### config.mk
export PLATFORM = sky130hd
export DESIGN_NAME = i2cb_target
export DESIGN_NICKNAME = d
export VERILOG_FILES = /design/src/rtl/i2cb_pkg.sv /design/src/rtl/i2cb_sync.sv /design/src/rtl/i2cb_regbank.sv /design/src/rtl/i2cb_target.sv
export SDC_FILE = /design/constraint.sdc
export NUM_CORES = 1
export LEC_CHECK = 0
export ABC_CLOCK_PERIOD_IN_PS = 3100
export CELL_PAD_IN_SITES_DETAIL_PLACEMENT = 2
export CELL_PAD_IN_SITES_GLOBAL_PLACEMENT = 2
export CORE_UTILIZATION = 38
export CTS_BUF_LIST = sky130_fd_sc_hd__clkbuf_8
export DETAILED_ROUTE_END_ITERATION = 8
export PLACE_DENSITY_LB_ADDON = 0.05
export SKIP_CTS_REPAIR_TIMING = 1
export SLEW_MARGIN = 25
export SYNTH_ARGS = -nofsm -noshare
export SYNTH_HDL_FRONTEND = slang
export SYNTH_SLANG_ARGS = --single-unit
### constraint.sdc
create_clock -name clk -period 3.1 [get_ports clk]
set_input_delay 0.31 -clock clk [delete_from_list [all_inputs] [get_ports clk]]
set_output_delay 0.31 -clock clk [all_outputs]
set_load 0.05 [all_outputs]
### src/rtl/i2cb_pkg.sv
package i2cb_pkg;

    typedef enum logic [2:0] {
        ST_IDLE,
        ST_RX,
        ST_RACK,
        ST_TX,
        ST_HACK
    } st_e;

    typedef enum logic [1:0] {
        PH_ADDR,
        PH_INDEX,
        PH_COUNT,
        PH_DATA
    } ph_e;

    typedef struct packed {
        st_e        st;
        ph_e        ph;
        logic       rd;
        logic       ack;
        logic       oe;
        logic [3:0] bits;
        logic [7:0] sh;
        logic [7:0] left;
        logic [7:0] idx;
    } ctl_t;

endpackage

### src/rtl/i2cb_sync.sv
module i2cb_sync #(
    parameter int STAGES = 2
) (
    input  logic clk,
    input  logic rst_n,
    input  logic scl_i,
    input  logic sda_i,
    output logic scl_lvl_o,
    output logic sda_lvl_o,
    output logic scl_rise_o,
    output logic scl_fall_o,
    output logic start_o,
    output logic stop_o
);
    logic [1:0] pin_in;
    logic [1:0] lvl;
    logic [1:0] prev_d, prev_q;

    assign pin_in = {sda_i, scl_i};

    for (genvar p = 0; p < 2; p++) begin : g_pin
        logic [STAGES-1:0] chain_d, chain_q;
        always_comb chain_d = {chain_q[STAGES-2:0], pin_in[p]};
        always_ff @(posedge clk or negedge rst_n) begin
            if (!rst_n) chain_q <= '1;
            else        chain_q <= chain_d;
        end
        assign lvl[p] = chain_q[STAGES-1];
    end

    always_comb prev_d = lvl;

    always_ff @(posedge clk or negedge rst_n) begin
        if (!rst_n) prev_q <= 2'b11;
        else        prev_q <= prev_d;
    end

    assign scl_lvl_o  = lvl[0];
    assign sda_lvl_o  = lvl[1];
    assign scl_rise_o = lvl[0] & ~prev_q[0];
    assign scl_fall_o = ~lvl[0] & prev_q[0];
    assign start_o    = lvl[0] & prev_q[0] & prev_q[1] & ~lvl[1];
    assign stop_o     = lvl[0] & prev_q[0] & ~prev_q[1] & lvl[1];

endmodule

### src/rtl/i2cb_regbank.sv
module i2cb_regbank #(
    parameter int                  NREG    = 16,
    parameter logic [NREG*8-1:0]   RST_VEC = '0,
    parameter logic [NREG*8-1:0]   RO_VEC  = '0,
    localparam int                 IW      = $clog2(NREG)
) (
    input  logic              clk,
    input  logic              rst_n,
    input  logic              wr_en_i,
    input  logic [IW-1:0]     wr_idx_i,
    input  logic [7:0]        wr_data_i,
    output logic [NREG*8-1:0] regs_o
);
    for (genvar r = 0; r < NREG; r++) begin : g_cell
        localparam logic [7:0] RO  = RO_VEC[r*8 +: 8];
        localparam logic [7:0] RST = RST_VEC[r*8 +: 8];
        logic [7:0] cell_d, cell_q;

        always_comb begin
            cell_d = cell_q;
            if (wr_en_i && wr_idx_i == IW'(r))
                cell_d = (wr_data_i & ~RO) | (cell_q & RO);
        end

        always_ff @(posedge clk or negedge rst_n) begin
            if (!rst_n) cell_q <= RST;
            else        cell_q <= cell_d;
        end

        assign regs_o[r*8 +: 8] = cell_q;

        if (RO != 8'h00) begin : g_ro
            // protected bits never change
            a_r6_ro_bits_stable: assert property (@(posedge clk) disable iff (!rst_n)
                $stable(cell_q & RO));
        end
    end

endmodule

### src/rtl/i2cb_target.sv
module i2cb_target #(
    parameter int         NREG     = 16,
    parameter logic [6:0] DEV_ADDR = 7'h69,
    parameter int         CNT_IDX  = 8,
    parameter int         ID_IDX   = 7,
    parameter int         VEND_IDX = 6,
    parameter logic [7:0] ID_VAL   = 8'h22,
    parameter logic [3:0] VEND_VAL = 4'h1,
    parameter logic [7:0] CNT_RST  = 8'h0F
) (
    input  logic              clk,
    input  logic              rst_n,
    input  logic              scl_i,
    input  logic              sda_i,
    output logic              sda_oe_o,
    output logic [NREG*8-1:0] regs_o
);
    import i2cb_pkg::*;

    localparam int         IW       = $clog2(NREG);
    localparam logic [7:0] IDX_MASK = 8'(NREG - 1);

    function automatic logic [NREG*8-1:0] mk_rst();
        logic [NREG*8-1:0] v = '0;
        v[VEND_IDX*8 +: 4] = VEND_VAL;
        v[ID_IDX*8 +: 8]   = ID_VAL;
        v[CNT_IDX*8 +: 8]  = CNT_RST;
        return v;
    endfunction

    function automatic logic [NREG*8-1:0] mk_ro();
        logic [NREG*8-1:0] v = '0;
        v[VEND_IDX*8 +: 4] = 4'hF;
        v[ID_IDX*8 +: 8]   = 8'hFF;
        return v;
    endfunction

    localparam logic [NREG*8-1:0] RST_VEC = mk_rst();
    localparam logic [NREG*8-1:0] RO_VEC  = mk_ro();

    logic scl_lvl, sda_lvl, scl_rise, scl_fall, start_ev, stop_ev;
    logic wr_en;
    logic [NREG*8-1:0] regs_w;
    logic [7:0] regs_a [NREG];
    logic [7:0] rd_byte, cnt_byte, idx_inc;
    ctl_t d, q;

    i2cb_sync #(.STAGES(2)) u_sync (
        .clk        (clk),
        .rst_n      (rst_n),
        .scl_i      (scl_i),
        .sda_i      (sda_i),
        .scl_lvl_o  (scl_lvl),
        .sda_lvl_o  (sda_lvl),
        .scl_rise_o (scl_rise),
        .scl_fall_o (scl_fall),
        .start_o    (start_ev),
        .stop_o     (stop_ev)
    );

    i2cb_regbank #(.NREG(NREG), .RST_VEC(RST_VEC), .RO_VEC(RO_VEC)) u_bank (
        .clk       (clk),
        .rst_n     (rst_n),
        .wr_en_i   (wr_en),
        .wr_idx_i  (q.idx[IW-1:0]),
        .wr_data_i (q.sh),
        .regs_o    (regs_w)
    );

    for (genvar g = 0; g < NREG; g++) begin : g_view
        assign regs_a[g] = regs_w[g*8 +: 8];
    end

    assign rd_byte  = regs_a[q.idx[IW-1:0]];
    assign cnt_byte = regs_a[CNT_IDX];
    assign idx_inc  = (q.idx + 8'd1) & IDX_MASK;

    always_comb begin
        d     = q;
        wr_en = 1'b0;
        if (start_ev) begin
            d.st   = ST_RX;
            d.ph   = PH_ADDR;
            d.bits = '0;
            d.oe   = 1'b0;
        end else if (stop_ev) begin
            d.st = ST_IDLE;
            d.oe = 1'b0;
        end else begin
            case (q.st)
                ST_RX: begin
                    if (scl_rise && q.bits != 4'd8) begin
                        d.sh   = {q.sh[6:0], sda_lvl};
                        d.bits = q.bits + 4'd1;
                    end else if (scl_fall && q.bits == 4'd8) begin
                        d.st   = ST_RACK;
                        d.bits = '0;
                        d.ack  = 1'b0;
                        case (q.ph)
                            PH_ADDR: begin
                                if (q.sh[7:1] == DEV_ADDR) begin
                                    d.ack = 1'b1;
                                    d.rd  = q.sh[0];
                                    d.ph  = PH_INDEX;
                                end
                            end
                            PH_INDEX: begin
                                d.ack = 1'b1;
                                d.idx = q.sh & IDX_MASK;
                                d.ph  = PH_COUNT;
                            end
                            PH_COUNT: begin
                                d.ack  = 1'b1;
                                d.left = q.sh;
                                d.ph   = PH_DATA;
                            end
                            default: begin
                                if (q.left != 8'd0) begin
                                    d.ack  = 1'b1;
                                    wr_en  = 1'b1;
                                    d.idx  = idx_inc;
                                    d.left = q.left - 8'd1;
                                end
                            end
                        endcase
                        d.oe = d.ack;
                    end
                end
                ST_RACK: begin
                    if (scl_fall) begin
                        d.oe   = 1'b0;
                        d.bits = '0;
                        if (!q.ack) begin
                            d.st = ST_IDLE;
                        end else if (q.rd) begin
                            d.st = ST_TX;
                            d.sh = cnt_byte;
                            d.oe = ~cnt_byte[7];
                        end else begin
                            d.st = ST_RX;
                        end
                    end
                end
                ST_TX: begin
                    if (scl_fall) begin
                        if (q.bits == 4'd7) begin
                            d.st = ST_HACK;
                            d.oe = 1'b0;
                        end else begin
                            d.sh   = {q.sh[6:0], 1'b0};
                            d.oe   = ~q.sh[6];
                            d.bits = q.bits + 4'd1;
                        end
                    end
                end
                ST_HACK: begin
                    if (scl_rise) begin
                        d.ack = ~sda_lvl;
                    end else if (scl_fall) begin
                        if (q.ack) begin
                            d.st   = ST_TX;
                            d.sh   = rd_byte;
                            d.oe   = ~rd_byte[7];
                            d.bits = '0;
                            d.idx  = idx_inc;
                        end else begin
                            d.st = ST_IDLE;
                        end
                    end
                end
                default: ;
            endcase
        end
    end

    always_ff @(posedge clk or negedge rst_n) begin
        if (!rst_n) begin
            q <= '{st: ST_IDLE, ph: PH_ADDR, rd: 1'b0, ack: 1'b0, oe: 1'b0,
                   bits: 4'd0, sh: 8'd0, left: 8'd0, idx: 8'd0};
        end else begin
            q <= d;
        end
    end

    assign sda_oe_o = q.oe;
    assign regs_o   = regs_w;

    // pulling the line starts only after a clock-low transition
    a_r9_drive_after_fall: assert property (@(posedge clk) disable iff (!rst_n)
        $rose(sda_oe_o) |-> $past(scl_fall));

    // enable holds still while the clock line stays high
    a_r9_stable_scl_high: assert property (@(posedge clk) disable iff (!rst_n)
        (scl_lvl && $past(scl_lvl) && !$past(start_ev) && !$past(stop_ev))
            |-> $stable(sda_oe_o));

    // an idle target never pulls the line
    a_r8_idle_released: assert property (@(posedge clk) disable iff (!rst_n)
        (q.st == ST_IDLE) |-> !sda_oe_o);

    // a refused byte leaves the line released in its ack slot
    a_r2_nack_released: assert property (@(posedge clk) disable iff (!rst_n)
        (q.st == ST_RACK && !q.ack) |-> !sda_oe_o);

endmodule

Word level (Yosys, flattened, before mapping)
Index checks and enable logic that the tools add are counted.
{"block": "classes", "add_sub_neg": 3, "n_lt_le_gt_ge": 1, "eq_ne": 59, "muxes": 62, "bitwise": 20, "reduce_logical": 41}
{"op": "2-to-1 mux 8 bit", "n": 10}
{"op": "2-to-1 mux 12 bit", "n": 6}
{"op": "2-to-1 mux 13 bit", "n": 5}
{"op": "one-hot mux 13 bit (4 select lines)", "n": 1}
{"op": "2-to-1 mux 16 bit", "n": 3}
{"op": "one-hot mux 8 bit (2 select lines)", "n": 3}
{"op": "!= test 4 bit, second input constant", "n": 10}
{"op": "== test 4 bit, second input constant", "n": 9}
{"op": "binary-select mux 8 bit (select 4 bit)", "n": 1}
{"op": "!= test 2 bit, second input constant", "n": 15}
{"op": "2-to-1 mux 28 bit", "n": 1}
{"op": "2-to-1 mux 3 bit", "n": 8}
{"op": "!= test 3 bit, second input constant", "n": 7}
{"op": "logical AND 1 bit", "n": 17}
{"op": "== test 4 x 3 -> 1 bit, second input constant", "n": 4}
{"op": "AND reduction 8 bit", "n": 2}
{"op": "AND reduction 7 bit", "n": 2}
{"op": "2-to-1 mux 1 bit", "n": 13}
{"op": "2-to-1 mux 4 bit", "n": 3}
{"op": "one-hot mux 3 bit (4 select lines)", "n": 1}
{"op": "AND reduction 12 bit", "n": 1}
{"op": "AND reduction 6 bit", "n": 2}
{"op": "NOT 1 bit", "n": 11}
{"op": "2-to-1 mux 5 bit", "n": 2}
{"op": "31 further kinds", "n": 49}
{"block": "totals", "reg_bits": 162, "inputBits": 4, "out_inout_bits": 129, "word_cells": 213}

Logic depth before layout (Yosys ltp)
{"block": "depth", "word_depth": 12, "depth_mapped": 8, "mapped_depth_nobuf": 7}

Hierarchy
From an unflattened synthesis, not the netlist that was laid out.
{"block": "unflattened", "cells_unflattened": 653, "hier_area_um2": 8145.3}
{"mod": "i2cb_regbank", "n_inst": 1, "cells_per_inst": 281, "area_each_um2": 4505.6, "seq_area_each_um2": 2907.8}
{"mod": "i2cb_target", "n_inst": 1, "cells_per_inst": 362, "area_each_um2": 3449.6, "seq_area_each_um2": 800.8}
{"mod": "i2cb_sync", "n_inst": 1, "cells_per_inst": 10, "area_each_um2": 190.2, "seq_area_each_um2": 157.7}

Worst setup path after synthesis
Ideal clock, no wire load.
{"block": "synth_path", "path_kind": "reg-to-reg", "from": "reg q[8] (netlist name)", "to": "reg u_bank.g_cell[4].cell_q[0]", "setup_ps": 125, "arrival_time_ps": 2116, "t_required_ps": 2975, "slack_ps": 860, "stages_incl_launch_ff": 8, "path_buffers": 0, "synth_period_minus_slack_ps": 2240, "path_cell_list": "dfrtp_1 inv_1 ha_1 or4b_2 o21ai_4 nor4_2 nand2_2 mux2_2"}
{"block": "synth_via", "elab_chain_cells": 9}
{"item": "start, declared", "line": "i2cb_target.sv:46", "text": "ctl_t d, q;"}
{"item": "start signal, assigned", "line": "i2cb_target.sv:178", "text": "q <= '{st: ST_IDLE, ph: PH_ADDR, rd: 1'b0, ack: 1'b0, oe: 1'b0,"}
{"item": "nonzero test 8 bit", "line": "i2cb_target.sv:118", "text": "if (q.left != 8'd0) begin"}
{"item": "2-to-1 mux 1 bit", "line": "i2cb_target.sv:118"}
{"item": "2-to-1 mux 1 bit", "line": "i2cb_target.sv:99", "text": "case (q.ph)"}
{"item": "2-to-1 mux 1 bit", "line": "i2cb_target.sv:95", "text": "end else if (scl_fall && q.bits == 4'd8) begin"}
{"item": "2-to-1 mux 1 bit", "line": "i2cb_target.sv:92", "text": "if (scl_rise && q.bits != 4'd8) begin"}
{"item": "2-to-1 mux 1 bit", "line": "i2cb_target.sv:90", "text": "case (q.st)"}
{"item": "2-to-1 mux 1 bit", "line": "i2cb_target.sv:86", "text": "end else if (stop_ev) begin"}
{"item": "2-to-1 mux 1 bit", "line": "i2cb_target.sv:81", "text": "if (start_ev) begin"}
{"item": "logical AND 1 bit", "line": "i2cb_regbank.sv:21", "text": "if (wr_en_i && wr_idx_i == IW'(r))"}
{"item": "end signal, assigned", "line": "i2cb_regbank.sv:27", "text": "else cell_q <= cell_d;"}
{"item": "end, declared", "line": "i2cb_regbank.sv:17", "text": "logic [7:0] cell_d, cell_q;"}
Every way passes these cells.
A chain may end at the register's enable or synchronous reset.

Final worst setup path
{"block": "layout_path", "from": "reg q[8] (netlist name)", "to": "reg u_bank.g_cell[0].cell_q[2]"}
{"block": "layout_via", "elab_chain_cells": 9}
{"item": "nonzero test 8 bit", "line": "i2cb_target.sv:118"}
{"item": "2-to-1 mux 1 bit", "line": "i2cb_target.sv:118"}
{"item": "2-to-1 mux 1 bit", "line": "i2cb_target.sv:99"}
{"item": "2-to-1 mux 1 bit", "line": "i2cb_target.sv:95"}
{"item": "2-to-1 mux 1 bit", "line": "i2cb_target.sv:92"}
{"item": "2-to-1 mux 1 bit", "line": "i2cb_target.sv:90"}
{"item": "2-to-1 mux 1 bit", "line": "i2cb_target.sv:86"}
{"item": "2-to-1 mux 1 bit", "line": "i2cb_target.sv:81"}
{"item": "logical AND 1 bit", "line": "i2cb_regbank.sv:21"}
{"item": "end signal, assigned", "line": "i2cb_regbank.sv:27"}
{"item": "end, declared", "line": "i2cb_regbank.sv:17"}
Every way passes these cells.

==> impl_metrics.env <==
export IMPL_status="completed"
export IMPL_synthTopCellsByCount="dfrtp_1 (144), mux2_2 (113), mux4_2 (28)"
export IMPL_routed_top_layer="met4"
export IMPL_grtUsageTotal_pct=27.0
export IMPL_synth_ff_type="dfrtp_1"
export IMPL_via_per_inst=5.71
export IMPL_gr_total_overflow=0
export IMPL_cts_tree="built"
export IMPL_wl_met1_mm=12.3
export IMPL_synth_edf_count=0
export IMPL_hold_path_class="in2reg"
export IMPL_met2WireLength_mm=14.4
export IMPL_layout_worst_path_cycle_share_pct=87.5
export IMPL_pre_cts_ws_ps=439
export IMPL_area_growth_pct=23.5
export IMPL_synth_seq_cells=154
export IMPL_syn_area_um2=8200
export IMPL_drv_cap=0
export IMPL_rsz0062_at_grt="false"
export IMPL_setup_viol=0
export IMPL_routed_wl_mm=28.5
export IMPL_synth_area_per_cell_um2=12.5
export IMPL_dieArea_um2=22200
export IMPL_tightest_slew_ps=1030
export IMPL_grt_max_degree=70
export IMPL_core_rowCount=53
export IMPL_clk_pin_slew_ps=100
export IMPL_place_area_um2=9720
export IMPL_finalHoldViolCount=0
export IMPL_dr_wl_met3_mm=1.28
export IMPL_antenna_found_initial=0
export IMPL_clock_root_buffer="clkbuf_8"
export IMPL_finalCriticalPeriod_ps=2710
export IMPL_setup_ws_ps=388
export IMPL_fin_skew_ps=15.3
export IMPL_power_total_w=0.00543
export IMPL_hpwl_mm=19.6
export IMPL_cts_sinks=154
export IMPL_synth_distinct_cells=72
export IMPL_synth_most_common_cell="dfrtp_1"
export IMPL_start_kind="flop"
export IMPL_path_class="reg2reg"
export IMPL_ys_seq_area_share_pct=47.2
export IMPL_firstDrtPassIters=4
export IMPL_leakage_nw=4.49
export IMPL_drive_above_1_share_pct=30.3
export IMPL_grt_pass1_vias=6729
export IMPL_num_vias=6095
export IMPL_crit_required_ps=3460
export IMPL_wl_per_cell_um=26.7
export IMPL_htree_levels=4
export IMPL_nets=795
export IMPL_drt_iter0_drc=316
export IMPL_ant_nets=0
export IMPL_cts_buffer_depth=2
export IMPL_p_per_area_nw_per_um2=536
export IMPL_drv_slew=0
export IMPL_netlist_area_leader_share_pct=44.0
export IMPL_io_pins=133
export IMPL_synth_area_leaders="dfrtp_1 (44%), mux2_2 (16%), mux4_2 (7.7%), dfstp_2 (3.2%), mux2i_1 (2.6%)"
export IMPL_cts_buffers=17
export IMPL_clkLatencyLatePin_ps=480
export IMPL_diodes=0
export IMPL_gp_congestion=0.799
export IMPL_grt_pass1_wl_mm=43.8
export IMPL_cp_max_fo=8
export IMPL_fmax_mhz=369
export IMPL_max_slew_margin_pct=31.3
export IMPL_synth_area_leader_cell="dfrtp_1"
export IMPL_die_w_um=149
export IMPL_core_um2=21100
export IMPL_die_height_um=149
export IMPL_portBuffers=120
export IMPL_endpoint_kind="flop"
export IMPL_drc=0
export IMPL_initial_core_util_pct=38.9
export IMPL_ir_drop_mv=0.257
export IMPL_fin_area_um2=10100
export IMPL_ys_async_sr_fraction_pct=100
export IMPL_synth_warnings=0
export IMPL_fin_tns_setup_ps=0
export IMPL_synthCells=655
export IMPL_crit_arrival_ps=3070
cell families (layout without fill, tap and decap cells):
kind of cell / count (synthesis) / after routing / synth area share (%)
AND/OR/NAND/NOR: 131 / 131 / 9.66
flip-flops: 154 / 154 / 47.2
XOR/XNOR: 1 / 1 / 0.107
adder cells (fa/ha/maj): 12 / 12 / 1.83
multiplexers: 174 / 174 / 27.4
AO/OA/AOI/OAI: 110 / 110 / 9.68
buffers and inverters: 71 / 198 / 4.04
other: 2 / 12 / 0.0916
sequential cells by signal (all words and copies together) (netlist names):
register / cells
q: 31
sda_oe_o: 1
u_bank.g_cell.cell_q: 116
u_sync.g_pin.chain_q: 4
u_sync.prev_q: 2
cell type report:
class	instances	area (um^2)
fillers	2095	11000
multi-input cells	440	4040
flip-flops and latches	154	3870
repair buffers	145	1410
well taps	275	344
clock buffers	17	234
clock inverters	15	154
inverters	21	78.8
path summary, 6_finish.rpt:
path / depth (start not counted) / from / endpoint / slack [ps]
max: 7 / q[8] / u_bank.g_cell[0].cell_q[2] / 390
min: 1 / scl_i / u_sync.g_pin[0].chain_q[0] / 240
max reg2reg: 7 / q[8] / u_bank.g_cell[0].cell_q[2] / 390
min reg2reg: 0 / u_sync.g_pin[1].chain_q[0] / u_sync.g_pin[1].chain_q[1] / 350
max in group asynchronous: 3 / rst_n / u_bank.g_cell[8].cell_q[3] / 1770
min in group asynchronous: 2 / rst_n / u_bank.g_cell[8].cell_q[7] / 420
where the power goes:
group          total, W  switching, W  internal (W)
clock           0.00160      0.000929      0.000670
combinational   0.00150      0.000951      0.000552
sequential      0.00232      0.000226       0.00210
placed cells by master, fill, tap and decap left out, drive strengths merged, types with 4 or more instances in the layout:
master         synthesis  layout
clkbuf                24      17
ha                    12      12
a22o                   4       4
nand3b                 5       5
and3                   4       4
mux2                 125     125
nand2b                12      12
inv                   20      31
mux2i                 21      21
o211ai                 4       4
dfstp                 10      10
nand2                 41      41
nand3                  7       7
nor2                  22      22
nor4                   4       4
o311ai                 4       4
nor3                   6       6
dfrtp                144     144
nor2b                  7       7
conb                   2      12
a21oi                 16      16
clkdlybuf4s50          0     119
buf                   26      25
nand4                  4       4
mux4                  28      28
or3                    5       5
a22oi                 12      12
o21ai                 27      27
metal layers:
| layer | global-route usage (%) | up-vias |
|---|---|---|
| li1 | - | 2661 |
| met1 | 35.0 | 3259 |
| met2 | 46.5 | 145 |
| met3 | 4.68 | 30 |
| met4 | 6.94 | 0 |
| met5 | 0 | - |
critical path: stages (launching register included):
cell and delay, ps:
dfrtp_1 440, inv_1 120, ha_1 160, or4b_2 670
o21ai_4 340, nor4_4 100, nand2_2 370, mux2_2 390
stage by stage:
stage	std cells	utilization [%]	hold slack, ps
global placement	1034	46.1	348
finish	1067	48.0	237
global route	1067	48.0	223
floorplan	665	-	14.4
CTS	1066	48.0	-129
detailed placement	1034	46.1	350
(Power assumes the default switching activity.)
